==> src/rtl/cs_remap_pkg.sv <==
package cs_remap_pkg;
    typedef enum logic [1:0] {
        OUT_NONE = 2'd0,
        OUT_HIT  = 2'd1,
        OUT_MISS = 2'd2,
        OUT_ERR  = 2'd3
    } outcome_e;
endpackage

==> src/rtl/cs_entry_table.sv <==
module cs_entry_table #(
    parameter int NUM_CS = 8,
    parameter int AW     = 16,
    localparam int IDX_W = $clog2(NUM_CS)
) (
    input  logic                       clk,
    input  logic                       rst_n,
    input  logic                       wr_i,
    input  logic [IDX_W-1:0]           idx_i,
    input  logic [AW-1:0]              base_i,
    input  logic [AW-1:0]              mask_i,
    input  logic                       en_i,
    output logic [NUM_CS-1:0][AW-1:0]  base_o,
    output logic [NUM_CS-1:0][AW-1:0]  mask_o,
    output logic [NUM_CS-1:0]          en_o
);
    typedef struct packed {
        logic [NUM_CS-1:0][AW-1:0] base;
        logic [NUM_CS-1:0][AW-1:0] mask;
        logic [NUM_CS-1:0]         en;
    } tbl_t;

    tbl_t tbl_d, tbl_q;

    always_comb begin
        tbl_d = tbl_q;
        if (wr_i && (int'(idx_i) < NUM_CS)) begin
            tbl_d.base[idx_i] = base_i;
            tbl_d.mask[idx_i] = mask_i;
            tbl_d.en[idx_i]   = en_i;
        end
    end

    always_ff @(posedge clk) begin
        if (!rst_n) tbl_q <= '0;
        else        tbl_q <= tbl_d;
    end

    assign base_o = tbl_q.base;
    assign mask_o = tbl_q.mask;
    assign en_o   = tbl_q.en;

    // a written entry holds the written enable one cycle later
    p_write_lands_r10: assert property (@(posedge clk) disable iff (!rst_n)
        wr_i |=> en_o[$past(idx_i)] == $past(en_i));
endmodule

==> src/rtl/cs_match_scan.sv <==
module cs_match_scan #(
    parameter int NUM_CS = 8,
    parameter int AW     = 16,
    localparam int IDX_W = $clog2(NUM_CS)
) (
    input  logic                       clk,
    input  logic                       rst_n,
    input  logic [AW-1:0]              addr_i,
    input  logic [NUM_CS-1:0][AW-1:0]  base_i,
    input  logic [NUM_CS-1:0][AW-1:0]  mask_i,
    input  logic [NUM_CS-1:0]          en_i,
    output logic                       hit_o,
    output logic [IDX_W-1:0]           idx_o
);
    logic [NUM_CS-1:0] cand;

    for (genvar g = 0; g < NUM_CS; g++) begin : g_cmp
        assign cand[g] = en_i[g] &&
                         ((addr_i & ~mask_i[g]) == (base_i[g] & ~mask_i[g]));
    end

    always_comb begin
        hit_o = |cand;
        idx_o = '0;
        for (int i = NUM_CS - 1; i >= 0; i--) begin
            if (cand[i]) idx_o = IDX_W'(i);
        end
    end

    // a reported entry is always an enabled one
    p_hit_enabled_r3: assert property (@(posedge clk) disable iff (!rst_n)
        hit_o |-> en_i[idx_o]);
    // the reported entry agrees with the address outside its mask
    p_hit_matches_r2: assert property (@(posedge clk) disable iff (!rst_n)
        hit_o |-> ((addr_i ^ base_i[idx_o]) & ~mask_i[idx_o]) == '0);
endmodule

==> src/rtl/cs_spare_stage.sv <==
module cs_spare_stage
    import cs_remap_pkg::*;
#(
    parameter int NUM_CS = 8,
    localparam int IDX_W = $clog2(NUM_CS),
    localparam int NUM_W = IDX_W + 1
) (
    input  logic             clk,
    input  logic             rst_n,
    input  logic             hit_i,
    input  logic [IDX_W-1:0] idx_i,
    input  logic [NUM_W-1:0] retired_i,
    input  logic [NUM_W-1:0] replace_i,
    output outcome_e         kind_o,
    output logic [NUM_W-1:0] cs_o,
    output logic             redir_o
);
    localparam logic [NUM_W-1:0] MARK = '1;

    logic [NUM_W-1:0] found;
    logic             spare_off;
    logic             on_retired;

    assign found      = {1'b0, idx_i};
    assign spare_off  = (retired_i == MARK) && (replace_i == MARK);
    assign on_retired = hit_i && !spare_off && (found == retired_i);

    always_comb begin
        kind_o  = OUT_MISS;
        cs_o    = MARK;
        redir_o = 1'b0;
        if (hit_i) begin
            if (!on_retired) begin
                kind_o = OUT_HIT;
                cs_o   = found;
            end else if (replace_i < NUM_W'(NUM_CS)) begin
                kind_o  = OUT_HIT;
                cs_o    = replace_i;
                redir_o = 1'b1;
            end else begin
                kind_o = OUT_ERR;
            end
        end
    end

    // an error only arises from a lookup that landed on the retired rank
    p_err_from_retired_r8: assert property (@(posedge clk) disable iff (!rst_n)
        (kind_o == OUT_ERR) |-> (hit_i && retired_i == found));
    // a substitution never happens for a rank other than the retired one
    p_redir_only_retired_r6: assert property (@(posedge clk) disable iff (!rst_n)
        redir_o |-> (found == retired_i && kind_o == OUT_HIT));
endmodule

==> src/rtl/cs_remap_top.sv <==
module cs_remap_top
    import cs_remap_pkg::*;
#(
    parameter int NUM_CS = 8,
    parameter int AW     = 16,
    localparam int IDX_W = $clog2(NUM_CS),
    localparam int NUM_W = IDX_W + 1
) (
    input  logic             clk,
    input  logic             rst_n,
    input  logic             tbl_wr,
    input  logic [IDX_W-1:0] tbl_idx,
    input  logic [AW-1:0]    tbl_base,
    input  logic [AW-1:0]    tbl_mask,
    input  logic             tbl_en,
    input  logic             spare_wr,
    input  logic [NUM_W-1:0] retired_num,
    input  logic [NUM_W-1:0] replace_num,
    input  logic             lookup_valid,
    input  logic [AW-1:0]    lookup_addr,
    output logic             res_valid,
    output logic             res_hit,
    output logic             res_miss,
    output logic             res_err,
    output logic             res_redirected,
    output logic [NUM_W-1:0] res_cs
);
    localparam logic [NUM_W-1:0] MARK = '1;

    typedef struct packed {
        logic [NUM_W-1:0] retired;
        logic [NUM_W-1:0] replace;
        logic             valid;
        logic             hit;
        logic             miss;
        logic             err;
        logic             redir;
        logic [NUM_W-1:0] cs;
    } state_t;

    state_t st_d, st_q;

    logic [NUM_CS-1:0][AW-1:0] ent_base;
    logic [NUM_CS-1:0][AW-1:0] ent_mask;
    logic [NUM_CS-1:0]         ent_en;
    logic                      scan_hit;
    logic [IDX_W-1:0]          scan_idx;
    outcome_e                  kind;
    logic [NUM_W-1:0]          sub_cs;
    logic                      sub_redir;

    cs_entry_table #(.NUM_CS(NUM_CS), .AW(AW)) u_table (
        .clk(clk), .rst_n(rst_n),
        .wr_i(tbl_wr), .idx_i(tbl_idx), .base_i(tbl_base),
        .mask_i(tbl_mask), .en_i(tbl_en),
        .base_o(ent_base), .mask_o(ent_mask), .en_o(ent_en)
    );

    cs_match_scan #(.NUM_CS(NUM_CS), .AW(AW)) u_scan (
        .clk(clk), .rst_n(rst_n), .addr_i(lookup_addr),
        .base_i(ent_base), .mask_i(ent_mask), .en_i(ent_en),
        .hit_o(scan_hit), .idx_o(scan_idx)
    );

    cs_spare_stage #(.NUM_CS(NUM_CS)) u_spare (
        .clk(clk), .rst_n(rst_n),
        .hit_i(scan_hit), .idx_i(scan_idx),
        .retired_i(st_q.retired), .replace_i(st_q.replace),
        .kind_o(kind), .cs_o(sub_cs), .redir_o(sub_redir)
    );

    always_comb begin
        st_d       = st_q;
        st_d.valid = lookup_valid;
        st_d.hit   = lookup_valid && (kind == OUT_HIT);
        st_d.miss  = lookup_valid && (kind == OUT_MISS);
        st_d.err   = lookup_valid && (kind == OUT_ERR);
        st_d.redir = lookup_valid && sub_redir;
        st_d.cs    = lookup_valid ? sub_cs : MARK;
        if (spare_wr) begin
            st_d.retired = retired_num;
            st_d.replace = replace_num;
        end
    end

    always_ff @(posedge clk) begin
        if (!rst_n) begin
            st_q         <= '0;
            st_q.retired <= MARK;
            st_q.replace <= MARK;
            st_q.cs      <= MARK;
        end else begin
            st_q <= st_d;
        end
    end

    assign res_valid      = st_q.valid;
    assign res_hit        = st_q.hit;
    assign res_miss       = st_q.miss;
    assign res_err        = st_q.err;
    assign res_redirected = st_q.redir;
    assign res_cs         = st_q.cs;

    // one-cycle result timing and a single outcome per result
    p_latency_r9: assert property (@(posedge clk) disable iff (!rst_n)
        lookup_valid |=> res_valid);
    p_idle_r9: assert property (@(posedge clk) disable iff (!rst_n)
        !lookup_valid |=> !res_valid && !res_hit && !res_miss && !res_err);
    p_one_outcome_r9: assert property (@(posedge clk) disable iff (!rst_n)
        res_valid |-> $countones({res_hit, res_miss, res_err}) == 1);
    // non-hit outcomes report the marker
    p_miss_marker_r5: assert property (@(posedge clk) disable iff (!rst_n)
        (res_miss || res_err) |-> res_cs == MARK);
    // a substituted result carries the replacement in force at lookup time
    p_spare_value_r7: assert property (@(posedge clk) disable iff (!rst_n)
        (res_hit && res_redirected && $past(rst_n)) |-> res_cs == $past(st_q.replace));
    // a hit always names a table index
    p_hit_in_range_r2: assert property (@(posedge clk) disable iff (!rst_n)
        res_hit |-> res_cs < NUM_W'(NUM_CS));
endmodule

==> config.mk <==
export PLATFORM = sky130hd
export DESIGN_NAME = cs_remap_top
export DESIGN_NICKNAME = d
export VERILOG_FILES = /design/src/rtl/cs_remap_pkg.sv /design/src/rtl/cs_entry_table.sv /design/src/rtl/cs_match_scan.sv /design/src/rtl/cs_spare_stage.sv /design/src/rtl/cs_remap_top.sv
export SDC_FILE = /design/constraint.sdc
export NUM_CORES = 1
export LEC_CHECK = 0
export BUFFER_PORTS_ARGS = -buffer_cell sky130_fd_sc_hd__clkbuf_2
export CAP_MARGIN = 25
export CORE_MARGIN = 2
export CORE_UTILIZATION = 28
export CTS_BUF_LIST = sky130_fd_sc_hd__clkbuf_8
export CTS_CLUSTER_DIAMETER = 80
export DETAILED_ROUTE_END_ITERATION = 8
export GPL_ROUTABILITY_DRIVEN = 0
export GPL_TIMING_DRIVEN = 0
export PLACE_DENSITY = 0.47
export SYNTH_ARGS = -nofsm -noshare
export SYNTH_HDL_FRONTEND = slang
export SYNTH_HIERARCHICAL = 1
export SYNTH_SLANG_ARGS = --single-unit
==> constraint.sdc <==
create_clock -name clk -period 3.3 [get_ports clk]
set_clock_uncertainty 0.1 [all_clocks]
set_input_delay 0 -clock clk [delete_from_list [all_inputs] [get_ports clk]]
set_output_delay 0 -clock clk [all_outputs]
set_load 0.02 [all_outputs]
Yosys cells after proc, flatten, opt, wreduce, memory -nomap -nowiden
Index checks and enable logic that the tools add are counted.

Order comparisons: 3. Equality and inequality tests: 14. Multiplexer cells: 23. Bitwise gates (word level): 24. Reductions and logical operators: 19.

Operator list (number): bitwise AND 16 bit (16); bitwise mux 128 bit (2); equality test 16 bit (8); NOT 16 bit (8); demux 16 bit (select 3 bit) (1); two-way mux 3 bit (8); logical AND 1 bit (16); two-way mux 16 bit (1); bitwise mux 8 bit (1); equality test 4 bit (second input constant) (2); two-way mux 4 bit (2); OR reduction 8 bit (1); two-way mux 2 bit (3); equality test 2 bit (second input constant) (2); equality test 3 x 4 -> 1 bit (1); < comparator 3 x 4 -> 1 bit (second input constant) (1); < comparator 4 bit (second input constant) (1); two-way mux 1 bit (4); demux 1 bit (select 3 bit) (1); >= comparator 3 x 1 -> 1 bit (second input constant) (1); AND reduction 3 bit (1); equality test 2 x 1 -> 1 bit (second input constant) (1); logical NOT 1 bit (1).

Bits in registers: 281. Input port bits: 65. Output and inout port bits: 9. Word-level logic and storage cells: 108.

Longest topological paths before layout
Depth after elaboration: 18. Mapped depth: 12. Gate-level depth less buffers: 10.

By module
The synthesis kept the hierarchy.

Modules (own cells, without submodules): cs_entry_table (times used 1, cells an instance 897, area each 9422.8 µm², seq. area each 5285.1 µm²); cs_match_scan (times used 1, cells an instance 268, area each 1990.7 µm², seq. area each 0.0 µm²); cs_remap_top (times used 1, cells an instance 49, area each 574.3 µm², seq. area each 340.3 µm²); cs_spare_stage (times used 1, cells an instance 19, area each 133.9 µm², seq. area each 0.0 µm²).

Least setup slack after synthesis
Ideal clock, no wire load.

Kind: reg2reg. From: register u_table.tbl_q (netlist bit u_table/base_o[112]). To: register st_q (netlist bit res_miss). Library setup time: 0.072 ns. Arrival: 2.399 ns. Data required time: 3.128 ns. Slack: 0.728 ns. Cell stages (with the launch flop): 12. Buffers on the path: 1. Clock period less this slack: 2.572 ns. Cells stage by stage: dfxtp_1 -> xnor2_2 -> o22ai_1 -> or4_4 -> nor4_4 -> o211ai_1 -> a31oi_1 -> xnor2_1 -> nand4_2 -> o21ai_0 -> buf_4 -> nor3b_2.

Cells in the longest elaborated chain, start to end: 17. Elaborated cells between the ends (all ways): 19. Classes of those cells: 3 x eq/ne; 10 x mux; 1 x bitwise; 5 x reduce/logical.

RTL lines: start: declaration (line cs_entry_table.sv:23) `tbl_t tbl_d, tbl_q;`; start signal: assignment (line cs_entry_table.sv:36) `else tbl_q <= tbl_d;`; bitwise AND 16 bit (line cs_match_scan.sv:19) `((addr_i & ~mask_i[g]) == (base_i[g] & ~mask_i[g]));`; equality test 16 bit (line cs_match_scan.sv:19); logical AND 1 bit (line cs_match_scan.sv:18) `assign cand[g] = en_i[g] &&`; two-way mux 3 bit (8 in series) (line cs_match_scan.sv:26) `if (cand[i]) idx_o = IDX_W'(i);`; net scan_idx[1] (line cs_remap_top.sv:47) `logic [IDX_W-1:0] scan_idx;`; equality test 3 x 4 -> 1 bit (line cs_spare_stage.sv:26) `assign on_retired = hit_i && !spare_off && (found == retired_i);`; logical AND 1 bit (line cs_spare_stage.sv:26); two-way mux 2 bit (line cs_spare_stage.sv:33) `if (!on_retired) begin`; two-way mux 2 bit (line cs_spare_stage.sv:32) `if (hit_i) begin`; net kind[1] (line cs_remap_top.sv:48) `outcome_e kind;`; equality test 2 bit (line cs_remap_top.sv:76) `st_d.miss = lookup_valid && (kind == OUT_MISS);`; logical AND 1 bit (line cs_remap_top.sv:76); end signal: assignment (line cs_remap_top.sv:93) `st_q <= st_d;`; end: declaration (line cs_remap_top.sv:41) `state_t st_d, st_q;`.

The timed path passes the listed nets, and every way through them passes these cells. A chain may end at the register's enable or synchronous reset.

Worst setup path after layout
From: register u_table.tbl_q (netlist bit u_table/base_o[17]). To: register st_q (netlist bit res_miss).

Cells in the longest elaborated chain, start to end: 11. Elaborated cells between the ends (all ways): 13. Classes of those cells: 3 x eq/ne; 4 x mux; 1 x bitwise; 5 x reduce/logical.

RTL lines (line): bitwise AND 16 bit (cs_match_scan.sv:19); equality test 16 bit (cs_match_scan.sv:19); logical AND 1 bit (cs_match_scan.sv:18); two-way mux 3 bit (2 in series) (cs_match_scan.sv:26); net scan_idx[0] (cs_remap_top.sv:47); equality test 3 x 4 -> 1 bit (cs_spare_stage.sv:26); logical AND 1 bit (cs_spare_stage.sv:26); two-way mux 2 bit (cs_spare_stage.sv:33); two-way mux 2 bit (cs_spare_stage.sv:32); net kind[1] (cs_remap_top.sv:48); equality test 2 bit (cs_remap_top.sv:76); logical AND 1 bit (cs_remap_top.sv:76).

The timed path passes the listed nets, and every way through them passes these cells.

==> impl_results.md <==
- Clock sink count: roughly 280
- Gr usage total: about a fifth
- Die W: around 210 um
- Period utilisation layout: 95.6%
- First-pass GRT wire length: approximately 62000 um
- Final antenna-violating net count: 0
- Pleak: about 7 nW
- Clock buffer depth: 3
- Critical Path AT: approximately 3.6 ns
- F_max: approximately 320 MHz
- Initial core utilization: between 20 and 30%
- Via density: 4.64
- Final Max Slew Viols: 0
- RR Endpoint: res_miss
- DP HPWL: between 20000 and 30000 um
- Fillers: ~4500
- Mapped Area: roughly 0.012 mm^2
- NetSw: between 1.5 and 2 mW
- Reg2reg path depth: 11
- Status: finished, final reports clean
- Final hold slack: approximately 0.038 ns
- Main synth FF type: dfxtp_1
- Port Buf Inserts: 55
- Die area: 0.0450 mm^2
- Total negative slack: 0 ns
- Final hold violations: 0
- Clock power frac: a little over two fifths
- Initial antenna violation count: 0
- CTS root buf: clkbuf_8
- Worst slew pin tran: ~0.87 ns
- Worst setup EP type: register
- Critical path launch point type: register
- Multi-input gate area: a little over 0.006 mm^2
- Design area: ~0.015 mm^2
- R2R setup slack: roughly 0.15 ns
- Pwr Density: between 500 and 600 mW/mm^2
- Vias: 9298
- Ys Warns: 6
- CTS tree: done
- Hold path depth: 3
- Yosys reg bits: approximately 280
- Pint: ~5.4 mW
- R2R Path Start: u_table/base_o[17]
- Post-synth ARST share: 0%
- EDFF count, synth: 0
- RSZ-0062 raised after global routing: no
- Max FO, Critical Path: 5
- Drt total wl: about 42000 um
- # rows: 76
- Vias in the first global route: about 9400
- Max cap viols: 0
- Critical Path RT: ~3.7 ns
- Crit path to: res_miss
- Reg power frac: between 40% and 50%
- Area Overhead vs Synth: 20.4%
- Area post-placement: around 0.013 mm^2
- Drt drc: 0
- Gate Count Post-Synth: about 1200
- Total Nets Final: 1452
- First-pass iteration count of the detailed router: 5
- Setup ws final: roughly 0.15 ns
- Num CTS Buffers: 49
- Min cycle time layout: around 3.2 ns
- WL/cell: around 21 um
- # IOs: 74
- Core region area: between 0.04 and 0.05 mm^2
- Die span in y: about 210 um
- Post-synthesis net count: between 1000 and 1500
- Clock Pin Slew Worst Setup and Hold Paths: ~0.06 ns
- Worst min path class: in2reg
- Syn_area_per_cell: roughly 9.8 um^2
- Slew HR: ~42%
- DP Worst Slack: -0.276 ns
- Worst setup path startpoint: u_table/base_o[17]
- Iter 0 DRT Violations: 561
- ANT cells: 0
- Finished Core Util: approximately a third
- Clk_lat worst skew: around 0.60 ns
- Worst setup path class: reg2reg
- Yosys cell types: roughly 40
- Logic gate share of total power: 10.0%
- Setup Viol. Count Final: 0
- Grt ovf: 0
- Sw frac: a little over a quarter
- Share of cells above drive strength 1: a little over an eighth
- Largest net degree at the start of global routing: 14
- Flip-flop and latch area: approximately 0.0056 mm^2
- Maximum VDD drop: roughly 270 uV
- Sequential share of the synthesized area: 46.4%
- H-tree depth: 2
logic make-up after synthesis:
logic type	Yosys count	share of synthesized area [%]
muxes	275	22.7
xor gates and xnor gates	131	9.53
DFF	281	46.4
and+or+nand+nor	381	13.4
AOI/OAI and AO/OA	75	3.94
buffers and inverters	90	4.03
cell usage in the layout (no fill, tap or decap), types with 4 or more instances in the layout:
cell	count
nand2_1	306
dfxtp_1	281
mux2i_1	275
xnor2_1	130
clkbuf_8	57
clkbuf_2	55
o22ai_1	54
dlygate4sd3_1	47
buf_2	43
clkbuf_1	28
inv_1	23
nor2_1	20
buf_4	10
o21ai_0	9
buf_6	8
nor3_1	8
nand2b_1	5
nor4_1	4
nand3_1	4
nand4b_1	4
nor2b_1	4
how the worst min path moves through the flow:
| stage | startpoint | endpoint | slack, ns |
|---|---|---|---|
| floorplan | retired_num[3] | st_q[16] | 0.03 |
| global placement | rst_n | st_q[12] | 0.11 |
| detailed placement | rst_n | st_q[9] | 0.12 |
| CTS | tbl_mask[10] | u_table/mask_o[74] | 0.005 |
| global route | tbl_mask[8] | u_table/mask_o[88] | 0.002 |
| finish | tbl_mask[8] | u_table/mask_o[24] | 0.04 |
state kept, by name, summed over array words and instances (netlist names):
name,flops
u_table/base_o,128
u_table/mask_o,128
st_q,8
u_table/en_o,8
res_cs,4
res_err,1
res_hit,1
res_miss,1
res_redirected,1
res_valid,1
cell type report:
class,instances,share of cell area (%)
multi-input combinational,862,41.6
sequential,281,38.5
clock inverter,25,0.934
tap,585,5.02
timing repair buffer,103,5.16
inverter,2,0.0686
buffer,88,3.27
clock buffer,57,5.38
timing repair:
item,in CTS,in global routing
pin swaps,0,2
hold buffers,45,2
setup buffers,0,1
setup endpoints to repair,4,3
endpoints found under the hold margin,176,6
resized for setup,4,6
per-stage QoR:
stage | cells | power, mW
after global routing | 2003 | 7.62
after detailed placement | 1873 | 4.27
after CTS | 2000 | 7.42
final | 2003 | 7.34
after floorplan | 1233 | 3.99
after global placement | 1873 | 4.26
cells in the mapped netlist, types with 2 or more instances:
cell type	count	area share [%]
dfxtp_1	281	46
xnor2_1	130	9.4
nand4_1	3	0.15
nand3_1	4	0.17
clkbuf_1	28	0.87
o211ai_1	2	0.12
nor2b_1	4	0.21
nand4bb_1	3	0.28
and3_1	3	0.15
buf_6	8	0.74
nand2_1	306	9.5
o2111ai_1	4	0.29
nand2b_1	5	0.26
o22a_1	3	0.22
mux2i_1	275	23
o21ai_0	9	0.37
buf_4	9	0.56
nor2_1	20	0.62
o22ai_1	54	2.8
nand4b_1	4	0.29
nor4_1	9	0.46
buf_2	43	1.8
nor3_1	8	0.33
per-layer routing:
metal  part of all wire [%]  GRT usage, %  wire (um)  vias up
met5                      0             0          0        -
met4                    1.7          4.40        725        0
met3                    6.1          3.09       2610       55
met2                     43          29.6      18400      281
met1                     49          27.2      20800     4485
li1                       -             -          -     4477
power by group through the flow:
stage / sequential, mW / combinational [mW] / clock [mW]
after floorplan: 3.58 / 0.408 / 0
after CTS: 3.52 / 0.724 / 3.18
final: 3.52 / 0.735 / 3.08
after global routing: 3.53 / 0.774 / 3.32
after global placement: 3.59 / 0.672 / 0
after detailed placement: 3.59 / 0.674 / 0
critical path, cell delays in order, from the launching register on:
cell and delay (ns):
dfxtp_1 0.32, xnor2_1 0.19, o22ai_1 0.13, nor4_2 0.58, o2111ai_2 0.35, nand2b_1 0.24
o211ai_1 0.20, xnor2_1 0.19, nand4_2 0.22, o21ai_0 0.25, buf_4 0.15, nor3b_2 0.15
Note: power is estimated with default switching activity, not from simulation.
